## config.mk

```make
export PLATFORM = sky130hd
export DESIGN_NAME = prbs_pattern_gen
export DESIGN_NICKNAME = d
export VERILOG_FILES = /design/src/rtl/prbs_gen_pkg.sv /design/src/rtl/prbs_rst_sync.sv /design/src/rtl/prbs_poly_pick.sv /design/src/rtl/prbs_lfsr_unroll.sv /design/src/rtl/prbs_square_gen.sv /design/src/rtl/prbs_pattern_gen.sv
export SDC_FILE = /design/constraint.sdc
export NUM_CORES = 1
export LEC_CHECK = 0
export ABC_AREA = 1
export CORE_MARGIN = 2
export CORE_UTILIZATION = 40
export CTS_CLUSTER_SIZE = 20
export DETAILED_ROUTE_END_ITERATION = 10
export GPL_ROUTABILITY_DRIVEN = 0
export GPL_TIMING_DRIVEN = 1
export PLACE_DENSITY = 0.66
export SLEW_MARGIN = 20
export SYNTH_ARGS = -nofsm -noshare
export SYNTH_HDL_FRONTEND = slang
export SYNTH_SLANG_ARGS = --single-unit
```

## constraint.sdc

```tcl
create_clock -name clk -period 2.14 [get_ports clk]
set_input_delay 0.642 -clock clk [delete_from_list [all_inputs] [get_ports clk]]
set_output_delay 0.642 -clock clk [all_outputs]
set_load 0.05 [all_outputs]
```

## src/rtl/prbs_gen_pkg.sv

```systemverilog
package prbs_gen_pkg;

  localparam int unsigned LFSR_LEN = 31;

  typedef enum logic [1:0] {
    POLY_P7  = 2'd0,
    POLY_P9  = 2'd1,
    POLY_P23 = 2'd2,
    POLY_P31 = 2'd3
  } poly_e;

endpackage

```

## src/rtl/prbs_rst_sync.sv

```systemverilog
module prbs_rst_sync (
  input  logic clk,
  input  logic rst_n,
  output logic rst_n_sync
);

  logic meta_q;

  always_ff @(posedge clk or negedge rst_n) begin
    if (!rst_n) begin
      meta_q     <= 1'b0;
      rst_n_sync <= 1'b0;
    end else begin
      meta_q     <= 1'b1;
      rst_n_sync <= meta_q;
    end
  end

endmodule

```

## src/rtl/prbs_poly_pick.sv

```systemverilog
module prbs_poly_pick
  import prbs_gen_pkg::*;
(
  input  logic [3:0] sel,
  output poly_e      poly,
  output logic       any
);

  // Highest set bit wins: 31 > 23 > 9 > 7
  always_comb begin
    any = |sel;
    if (sel[3])      poly = POLY_P31;
    else if (sel[2]) poly = POLY_P23;
    else if (sel[1]) poly = POLY_P9;
    else             poly = POLY_P7;
  end

endmodule

```

## src/rtl/prbs_lfsr_unroll.sv

```systemverilog
module prbs_lfsr_unroll
  import prbs_gen_pkg::*;
#(
  parameter int unsigned W = 16
) (
  input  poly_e                 poly,
  input  logic [LFSR_LEN-1:0]   state_in,
  output logic [LFSR_LEN-1:0]   state_out,
  output logic [W-1:0]          word
);

  logic [LFSR_LEN-1:0] s;
  logic                fb;

  // W Fibonacci steps per cycle; first step lands in the MSB
  always_comb begin
    s    = state_in;
    fb   = 1'b0;
    word = '0;
    for (int i = 0; i < int'(W); i++) begin
      case (poly)
        POLY_P7:  fb = s[6]  ^ s[5];
        POLY_P9:  fb = s[8]  ^ s[4];
        POLY_P23: fb = s[22] ^ s[17];
        default:  fb = s[30] ^ s[27];
      endcase
      s = {s[LFSR_LEN-2:0], fb};
      word[int'(W) - 1 - i] = fb;
    end
    state_out = s;
  end

endmodule

```

## src/rtl/prbs_square_gen.sv

```systemverilog
module prbs_square_gen #(
  parameter int unsigned W  = 16,
  parameter int unsigned N  = 4,
  localparam int unsigned PERIOD = 2 * N,
  localparam int unsigned PW     = (PERIOD > 1) ? $clog2(PERIOD) : 1
) (
  input  logic [PW-1:0] phase,
  output logic [PW-1:0] phase_nxt,
  output logic [W-1:0]  word
);

  int unsigned pos;

  always_comb begin
    pos  = 0;
    word = '0;
    for (int unsigned i = 0; i < W; i++) begin
      pos = (32'(phase) + i) % PERIOD;
      word[W - 1 - i] = (pos < N);
    end
    phase_nxt = PW'((32'(phase) + W) % PERIOD);
  end

endmodule

```

## src/rtl/prbs_pattern_gen.sv

```systemverilog
module prbs_pattern_gen
  import prbs_gen_pkg::*;
#(
  parameter int unsigned W = 16,
  parameter int unsigned N = 4
) (
  input  logic         clk,
  input  logic         rst_n,
  input  logic         clk_en,
  input  logic         test_en,
  input  logic         pat_square,
  input  logic [3:0]   poly_sel,
  output logic [W-1:0] data_out,
  output logic         data_valid
);

  localparam int unsigned PERIOD = 2 * N;
  localparam int unsigned PW     = (PERIOD > 1) ? $clog2(PERIOD) : 1;

  logic                rst_n_sync;
  poly_e               poly_eff;
  logic                poly_any;
  logic                run;
  logic                step_prbs;
  logic                step_sq;

  logic [LFSR_LEN-1:0] lfsr_q, lfsr_d, lfsr_src, lfsr_nxt;
  poly_e               poly_q, poly_d;
  logic [PW-1:0]       phase_q, phase_d, phase_nxt;
  logic [W-1:0]        prbs_word, sq_word;
  logic [W-1:0]        data_d;
  logic                valid_d;

  prbs_rst_sync u_rst_sync (
    .clk        (clk),
    .rst_n      (rst_n),
    .rst_n_sync (rst_n_sync)
  );

  prbs_poly_pick u_poly_pick (
    .sel  (poly_sel),
    .poly (poly_eff),
    .any  (poly_any)
  );

  prbs_lfsr_unroll #(.W(W)) u_lfsr (
    .poly      (poly_eff),
    .state_in  (lfsr_src),
    .state_out (lfsr_nxt),
    .word      (prbs_word)
  );

  prbs_square_gen #(.W(W), .N(N)) u_square (
    .phase     (phase_q),
    .phase_nxt (phase_nxt),
    .word      (sq_word)
  );

  // Next-state logic
  always_comb begin
    run       = clk_en & test_en & (pat_square | poly_any);
    step_prbs = run & ~pat_square;
    step_sq   = run & pat_square;
    // Restart from all ones when the polynomial differs from the last one stepped
    lfsr_src  = (poly_eff != poly_q) ? {LFSR_LEN{1'b1}} : lfsr_q;
    lfsr_d    = step_prbs ? lfsr_nxt : lfsr_q;
    poly_d    = step_prbs ? poly_eff : poly_q;
    phase_d   = step_sq   ? phase_nxt : phase_q;
    if (step_prbs)    data_d = prbs_word;
    else if (step_sq) data_d = sq_word;
    else              data_d = '0;
    valid_d   = run;
  end

  // Registers
  always_ff @(posedge clk or negedge rst_n_sync) begin
    if (!rst_n_sync) begin
      lfsr_q     <= {LFSR_LEN{1'b1}};
      poly_q     <= POLY_P31;
      phase_q    <= '0;
      data_out   <= '0;
      data_valid <= 1'b0;
    end else begin
      lfsr_q     <= lfsr_d;
      poly_q     <= poly_d;
      phase_q    <= phase_d;
      data_out   <= data_d;
      data_valid <= valid_d;
    end
  end

endmodule

```

* Word level (Yosys, flattened, before mapping) *
Cells that the tools add are included.

storage, ports and cells
  flip-flop bits (word level) = 55
  bits of input ports = 9
  output and inout bits = 17
  logic and storage cells = 136

operators by class
  add/subtract/negate cells = 16
  $lt $le $gt $ge = 16
  eq/ne operators = 3
  mux-type cells = 22
  bitwise gates (word level) = 70
  reduce and logical (&&, ||, !) cells = 2

operator list
  operator                                        count
  bitwise XOR 1 bit                               64
  < comparator 3 bit (second input constant)      16
  one-hot mux 1 bit (3 select lines)              16
  two-way mux 16 bit                              2
  two-way mux 31 bit                              1
  adder 3 bit (second input constant)             8
  adder 3 x 1 -> 3 bit (second input constant)    4
  adder 3 x 2 -> 3 bit (second input constant)    4
  bitwise AND 1 bit                               4
  two-way mux 2 bit                               2
  OR reduction 4 bit                              1
  == test 2 x 1 -> 1 bit (second input constant)  1
  == test 2 bit (second input constant)           1
  logical NOT 2 bit                               1
  != test 2 bit                                   1
  two-way mux 1 bit                               1
  inverter 1 bit                                  1
  OR 1 bit                                        1

* Depth between registers and ports, before layout *
Gate-level depths: netlist of run 1.

  word-level depth = 14
  depth in mapped cells = 25
  mapped depth without buffers = 24

* Modules after synthesis *
Synthesis of run 1 repeated with hierarchy kept, for this count alone.

unflattened totals
  cells, all modules = 645
  area total of the unflattened synthesis = 4346.7 sq um

modules (own cells, without submodules)
  module            times used  cells each  area an instance (sq um)  sequential area each (sq um)
  prbs_pattern_gen  1           310         2541.2                    1367.6
  prbs_lfsr_unroll  1           293         1526.5                    0.0
  prbs_square_gen   1           31          192.7                     0.0
  prbs_rst_sync     1           3           53.8                      50.0
  prbs_poly_pick    1           8           32.5                      0.0

* Worst setup path after synthesis of run 1 *
No wires, ideal clock.

  kind = input to register
  start point = input poly_sel[3]
  end point = register data_out[0]
  library setup time = 115 ps
  arrival = 2445 ps
  required time = 2025 ps
  slack = -420 ps
  stages = 23
  buffers on the path = 1
  cell sequence = inv_2 nand2_2 nand2_1 nand2_2 nor2_8 buf_6 nand2_1 nand2_1 nand3_1 nand2_1 nor2_1 nor2_1 nand2_1 nand3_1 nand3_1 nand2_1 nand2_1 nand3_1 nand2_1 nor2_1 nand2_1 nand2_1 inv_1

on the way
  longest elaborated chain between the ends = 12
  elaborated cells on any way between the ends = 68
  those cells by class = eq/ne (3); mux (15); bitwise (48); reduce/logical (2)

RTL lines
  element                                      line                    source
  from (decl)                                  prbs_pattern_gen.sv:12  input logic [3:0] poly_sel,
  two-way mux 2 bit                            prbs_poly_pick.sv:12    if (sel[3]) poly = POLY_P31;
  != test 2 bit                                prbs_pattern_gen.sv:65  lfsr_src = (poly_eff != poly_q) ? {LFSR_LEN{1'b1}} : lfsr_q;
  two-way mux 31 bit                           prbs_pattern_gen.sv:65
  bitwise XOR 1 bit, on equally long branches  --
  one-hot mux 1 bit (3 select lines)           prbs_lfsr_unroll.sv:21  case (poly)
  bitwise XOR 1 bit                            prbs_lfsr_unroll.sv:23  POLY_P9: fb = s[8] ^ s[4];
  one-hot mux 1 bit (3 select lines)           prbs_lfsr_unroll.sv:21
  bitwise XOR 1 bit                            prbs_lfsr_unroll.sv:23
  one-hot mux 1 bit (3 select lines)           prbs_lfsr_unroll.sv:21
  bitwise XOR 1 bit                            prbs_lfsr_unroll.sv:23
  one-hot mux 1 bit (3 select lines)           prbs_lfsr_unroll.sv:21
  two-way mux 16 bit *                         prbs_pattern_gen.sv:69  if (step_prbs) data_d = prbs_word;
  named net data_d[0]                          prbs_pattern_gen.sv:31  logic [W-1:0] data_d;
  to (signal assigned)                         prbs_pattern_gen.sv:87  data_out <= data_d;
  to (decl)                                    prbs_pattern_gen.sv:13  output logic [W-1:0] data_out,

The timed path passes the listed nets; every way through them passes the cells marked *.
A chain may end at the register's enable or synchronous reset.

* Worst setup path after layout of run 1 *
Ends and elaborated chain as after synthesis.

==> impl_metrics.ini, run 1 <==
[critical_path]
worst_setup_path_start_kind = input port
path_depth = 26
slowest_stage = nor2_1
reg2reg_depth = 23
crit_buf_inv = 7
worst_ep_required_time_ps = 2380
r2r-end = data_out[0]
endpoint_kind = register
path_common_cell = nand2_1
crit_arrival_ps = 3430
r2r_start = poly_q[0]
max_stage_delay_ps = 330
critPathTopFamily = simple AND/OR/NAND/NOR gates
r2r_setup_slack_ps = -1020
criticalPathCategory = in2reg
worstPathMaxFanout = 7

[placement]
io_buffers = 25
hpwl_mm = 9.58
place_inst = 748
post-place-ws_ps = -1520

[timing]
finalHoldViolCount = 0
clock.fmax_ghz = 0.313
fin_ws_ps = -1050
maxSlewViolCount = 0
period_needed_ps = 3190
tightest_slew_ps = 582
setup_viol_count_final = 49
skew_ps = 13.7
period_share = 1.49
rsz0062_at_grt = true
slew_headroom = 0.612
tns_ps = -24190

[drt]
wire_per_inst_um = 23.4
drt_wl_total_mm = 19.0
firstDrtPassIters = 11
drt_first_iter_violations = 856
drtAntennaViolNets = 0
vias = 5162
drc_errors = 23
viasPerCell = 6.37

[die]
ios = 26
rows = 33
initial_core_util = 0.415
die_h_um = 96.8
die_area_mm2 = 0.00936
die_w_um = 96.8
design.core.area_mm2 = 0.00830

[global_route]
grt_pass1_vias = 4654
grt_usage = 0.329
grt-ovfl-total = 0
grt_max_degree = 27
busiest_layer = met2
met2_usage = 0.519
antenna_found_initial = 0
grtUsageMet3 = 0.0780
grt_util_met1 = 0.408
grt_pass1_wl_mm = 24.6

[clock_network]
cts_buffer_depth = 2
h-tree-depth = 2
cts_buffers = 5
ctsRootBufferMaster = clkbuf_8
cts_hold_buf = 0
cts.sinks = 52
cts.clk_slew.worst_paths_ps = 110
cts_tree = done
clock_latency_ps = 330

[final_layout]
area_growth_pct = 80.3
layout.nets = 713
drive_above_1_share = 0.557
antenna-diode-count = 0
instances_no_fill = 810

[job]
drv_cap = 0

[logic_synthesis]
synth-seq-area-share = 0.390
ys_ff_latch = 52
ys_warn_count = 0
syn_area_mm2 = 0.00344
synth_fp_nets = 527
synth_cells = 518
synth_cell_types = 33
syn_avg_cell_area_um2 = 6.64

[status]
violations = DRC, setup timing
status = complete, but fails checks

[pwr]
power_leakage_nw = 3.10
power_density_mw_per_mm2 = 774
peakVddDrop_mv = 0.463

[worst_hold_path]
hold_class = reg2async
[how the worst max path moves through the flow]
stage	startpoint	endpoint	slack [ps]
floorplan	poly_sel[3]	data_out[4]	-340
global placement	poly_sel[3]	data_out[3]	-1480
detailed placement	poly_sel[3]	data_out[3]	-1520
CTS	poly_sel[3]	data_out[4]	-620
global route	poly_sel[3]	data_out[0]	-1080
finish	poly_sel[3]	data_out[0]	-1050
[sequential cells by signal (all words and copies together) (netlist names)]
signal and flops:
lfsr_q 31, data_out 16, poly_q 2, data_valid 1, u_rst_sync.meta_q 1, u_rst_sync.rst_n_sync 1
[area by class of cell]
cell class / count / area, µm²
multi-input combinational: 392 / 2520
timing repair buffer: 195 / 1830
clock buffer: 5 / 68.8
sequential: 52 / 1340
tap: 105 / 131
inverter: 58 / 259
clock inverter: 3 / 42.5
fill: 482 / 2090
[cell families (layout without fill, tap and decap cells)]
group | Yosys count | in the layout | share of synthesized area
xor+xnor | 4 | 4 | 0.0102
other cells | 1 | 1 | 0.00109
flops | 52 | 52 | 0.390
simple gates | 301 | 301 | 0.366
buf+inv | 74 | 261 | 0.0894
compound gates | 86 | 86 | 0.143
[synth_stat cells]
| cell | instances | share of area |
|---|---|---|
| or2_2 | 3 | 0.0055 |
| dfrtp_1 | 19 | 0.14 |
| nand3_2 | 1 | 0.0029 |
| nor2_4 | 1 | 0.0033 |
| buf_1 | 1 | 0.0011 |
| o22ai_1 | 1 | 0.0018 |
| o21bai_1 | 6 | 0.013 |
| nand4_1 | 1 | 0.0018 |
| nand2_2 | 5 | 0.0091 |
| buf_4 | 1 | 0.0022 |
| clkinv_1 | 1 | 0.0011 |
| nor2_1 | 55 | 0.060 |
| nor2_8 | 1 | 0.0058 |
| nand2_1 | 177 | 0.19 |
| a221oi_1 | 1 | 0.0025 |
| nand3_1 | 50 | 0.073 |
| xnor2_1 | 4 | 0.010 |
| o21ai_1 | 9 | 0.013 |
| buf_6 | 3 | 0.0098 |
| a21oi_1 | 14 | 0.020 |
| conb_1 | 1 | 0.0011 |
| inv_1 | 49 | 0.053 |
| o221ai_1 | 3 | 0.0076 |
| inv_2 | 8 | 0.0087 |
| nor2_2 | 6 | 0.011 |
| o211ai_1 | 8 | 0.017 |
| o311ai_1 | 1 | 0.0025 |
| a31oi_1 | 5 | 0.0091 |
| o21ai_0 | 38 | 0.055 |
| dfstp_2 | 33 | 0.25 |
| nor3_1 | 1 | 0.0015 |
| buf_2 | 3 | 0.0044 |
| clkbuf_1 | 8 | 0.0087 |
[metrics by stage]
stage	area, µm²	total power, mW	hold WS, ps	utilization
floorplan	3580	2.29	331	-
global placement	4800	3.10	273	0.578
detailed placement	4800	3.12	281	0.578
CTS	5710	4.20	286	0.688
global route	6200	4.93	327	0.748
finish	6200	4.80	278	0.748
[cells in the final DEF, fill, tap and decap left out, drive strengths merged]
master,Yosys,routed
dfstp,33,33
o311ai,1,1
clkbuf,8,6
dfrtp,19,19
o22ai,1,1
nand2,182,182
xnor2,4,4
dlymetal6s2s,0,2
nand3,51,51
a31oi,5,5
conb,1,1
bufinv,0,1
nor3,1,1
a221oi,1,1
a21oi,14,14
nor2,63,63
clkdlybuf4s50,0,16
o221ai,3,3
clkinvlp,0,1
inv,57,57
buf,8,175
o21ai,47,47
o211ai,8,8
clkinv,1,2
bufbuf,0,1
nand4,1,1
o21bai,6,6
or2,3,3
[worst reg2reg max path, delay by kind of cell, from the launching register on]
family,cells,cell delay (ps)
AO/OA/AOI/OAI,1,90
AND/OR/NAND/NOR,17,1970
buffers and inverters,5,480
flip-flops,1,550
[timing repair]
item | in CTS | in global routing
setup endpoints to repair | 50 | 52
cloned | 6 | 0
setup buffers | 34 | 26
pin swaps | 36 | 57
gates resized for setup | 138 | 126
[power by group]
| group | total, mW | internal [mW] | switching [mW] |
|---|---|---|---|
| combinational | 2.69 | 1.13 | 1.55 |
| clock | 0.710 | 0.347 | 0.363 |
| sequential | 1.40 | 1.24 | 0.166 |
[routing by layer]
layer,vias to the layer above,routed length (µm)
met4,0,2030
met5,-,0
met2,566,8020
li1,2039,-
met1,2311,6320
met3,246,2590
Note: power is estimated with default switching activity, not from simulation.
==> run 2: changes to the inputs <==
--- a/config.mk
+++ b/config.mk
@@ -6,7 +6,7 @@
 export NUM_CORES = 1
 export LEC_CHECK = 0
 export ABC_AREA = 1
-export CORE_MARGIN = 2
+export CORE_MARGIN = 1.5
 export CORE_UTILIZATION = 40
 export CTS_CLUSTER_SIZE = 20
 export DETAILED_ROUTE_END_ITERATION = 10
==> run 2 against run 1 <==
Core utilization is 3.5 points higher. Clock-buffer cell count is 2 higher. Worst setup slack worse by 81 ps. Critical path depth is 5 lower. Register-to-register slack worse by 100 ps. Sequential share of layout area is 0.87 points lower. The flow finishes with violations (setup timing). Combinational power is 4% higher. Cell area is 4.2% higher. Critical path type unchanged.
==> impl_metrics.ini, run 2 (synthesis results as in run 1) <==
[die]
rows = 33
initial_core_util = 0.417
die_w_um = 95.8
design.core.area_mm2 = 0.00826
die_area_mm2 = 0.00917
die_h_um = 95.8
ios = 26

[final_layout]
final_cell_mix = buf_4 (126), nand2_1 (81), nand2_2 (67)
drive_above_1_share = 0.623
layout.nets = 714
largest_reg_flops = 31
top_register = lfsr_q
antenna-diode-count = 0
instances_no_fill = 811
top_regs = lfsr_q (31), data_out (16), poly_q (2)
fin_util = 0.783
fillers = 438
mostFrequentLayoutCell = buf_4
area_growth_pct = 87.8

[clock_network]
cts.clk_slew.worst_paths_ps = 100
cts_tree = done
cts.sinks = 52
ctsRootBufferMaster = clkbuf_8
cts_buffers = 5
h-tree-depth = 2
clock_latency_ps = 320
cts_hold_buf = 0
cts_buffer_depth = 2

[timing]
slew_headroom = 0.580
period_needed_ps = 3270
tightest_slew_ps = 630
hold_ws_ps = 364
setup_viol_count_final = 49
skew_ps = 14.1
finalHoldViolCount = 0
clock.fmax_ghz = 0.306
maxSlewViolCount = 0
fin_ws_ps = -1130
rsz0062_at_grt = true
period_share = 1.53

[placement]
post-place-ws_ps = -1630
io_buffers = 25
hpwl_mm = 9.45
place_inst = 751

[critical_path]
criticalPathCategory = in2reg
endpoint_kind = register
r2r_start = poly_q[0]
cp-startpoint = poly_sel[1]
worstPathMaxFanout = 8
crit_arrival_ps = 3470
worst_setup_path_start_kind = input port
worst_ep_required_time_ps = 2330

[worst_hold_path]
hold_class = reg2reg
min_from = u_rst_sync.meta_q

[global_route]
grt-ovfl-total = 0
antenna_found_initial = 0
grt_usage = 0.339
grt_pass1_vias = 4473
grt_pass1_wl_mm = 23.1
grt_max_degree = 51

[drt]
drt_wl_total_mm = 19.9
vias = 5208
drc_errors = 0
wire_per_inst_um = 24.5
viasPerCell = 6.42
drt_first_iter_violations = 880
drtAntennaViolNets = 0
firstDrtPassIters = 10

[status]
status = complete, but fails checks
violations = setup timing

[job]
drv_cap = 0

[pwr]
power_density_mw_per_mm2 = 742
power_leakage_nw = 3.12
peakVddDrop_mv = 0.351
## run 2: routing by layer
metal  part of all wire  vias up  wire (µm)  GRT usage
li1                   -     2037          -          -
met1               0.33     2402       6610      0.417
met2               0.43      541       8490      0.523
met3               0.14      228       2760     0.0735
met4               0.10        0       1990      0.245
met5                  0        -          0          0
## run 2: worst max-delay path, cell delays in order
cell and delay [ps]:
buf_2 150, inv_2 80, nand2_4 70, nand3_4 100, nand2_4 70, nor2_8 220
buf_12 160, o211ai_1 120, nor2_2 200, nor2_2 70, nand2_2 90, nand2_4 100
nand2_4 80, nand3_4 160, nand2_4 170, buf_6 120, a21oi_1 70, o21ai_2 170
nand2_1 150, o21bai_2 320, nand2_1 130
## run 2: where the power goes
part	leakage (nW)	switching, mW	internal [mW]	total, mW
clock	0.0484	0.348	0.266	0.614
sequential	0.598	0.153	1.24	1.39
combinational	2.48	1.65	1.14	2.79
## run 2: path summary, 6_finish.rpt
| check | endpoint | slack, ps | depth (start not counted) |
|---|---|---|---|
| worst min-delay path | u_rst_sync.rst_n_sync | 360 | 0 |
| worst max-delay path | data_out[4] | -1130 | 21 |
| worst min register to register | u_rst_sync.rst_n_sync | 360 | 0 |
| worst max register to register | data_out[4] | -1120 | 19 |
| min in group asynchronous | data_out[10] | 370 | 1 |
| max in group asynchronous | data_out[8] | 1340 | 1 |
## run 2: layout make-up
class                      count  area [µm²]  area share
multi-input combinational    392        2790       0.431
timing repair buffer         196        1850       0.286
sequential                    52        1340       0.208
inverter                      58         258      0.0399
tap                          105         131      0.0203
clock buffer                   7        86.3      0.0134
clock inverter                 1        8.76     0.00135
## run 2: per-stage QoR
stage	cell area [µm²]	total power, mW	TNS (ps)
4_1_cts	5740	4.04	-14890
3_3_place_gp	4800	3.04	-54620
5_1_grt	6460	4.94	-23740
6_report	6460	4.79	-21300
3_5_place_dp	4800	3.07	-56260
2_1_floorplan	3580	2.29	-3710
## run 2: repair_timing
item	in CTS	in global routing
gates resized for setup	180	163
endpoints found under the setup margin	50	49
pin swaps	46	58
cloned	2	1
buffers inserted	34	27
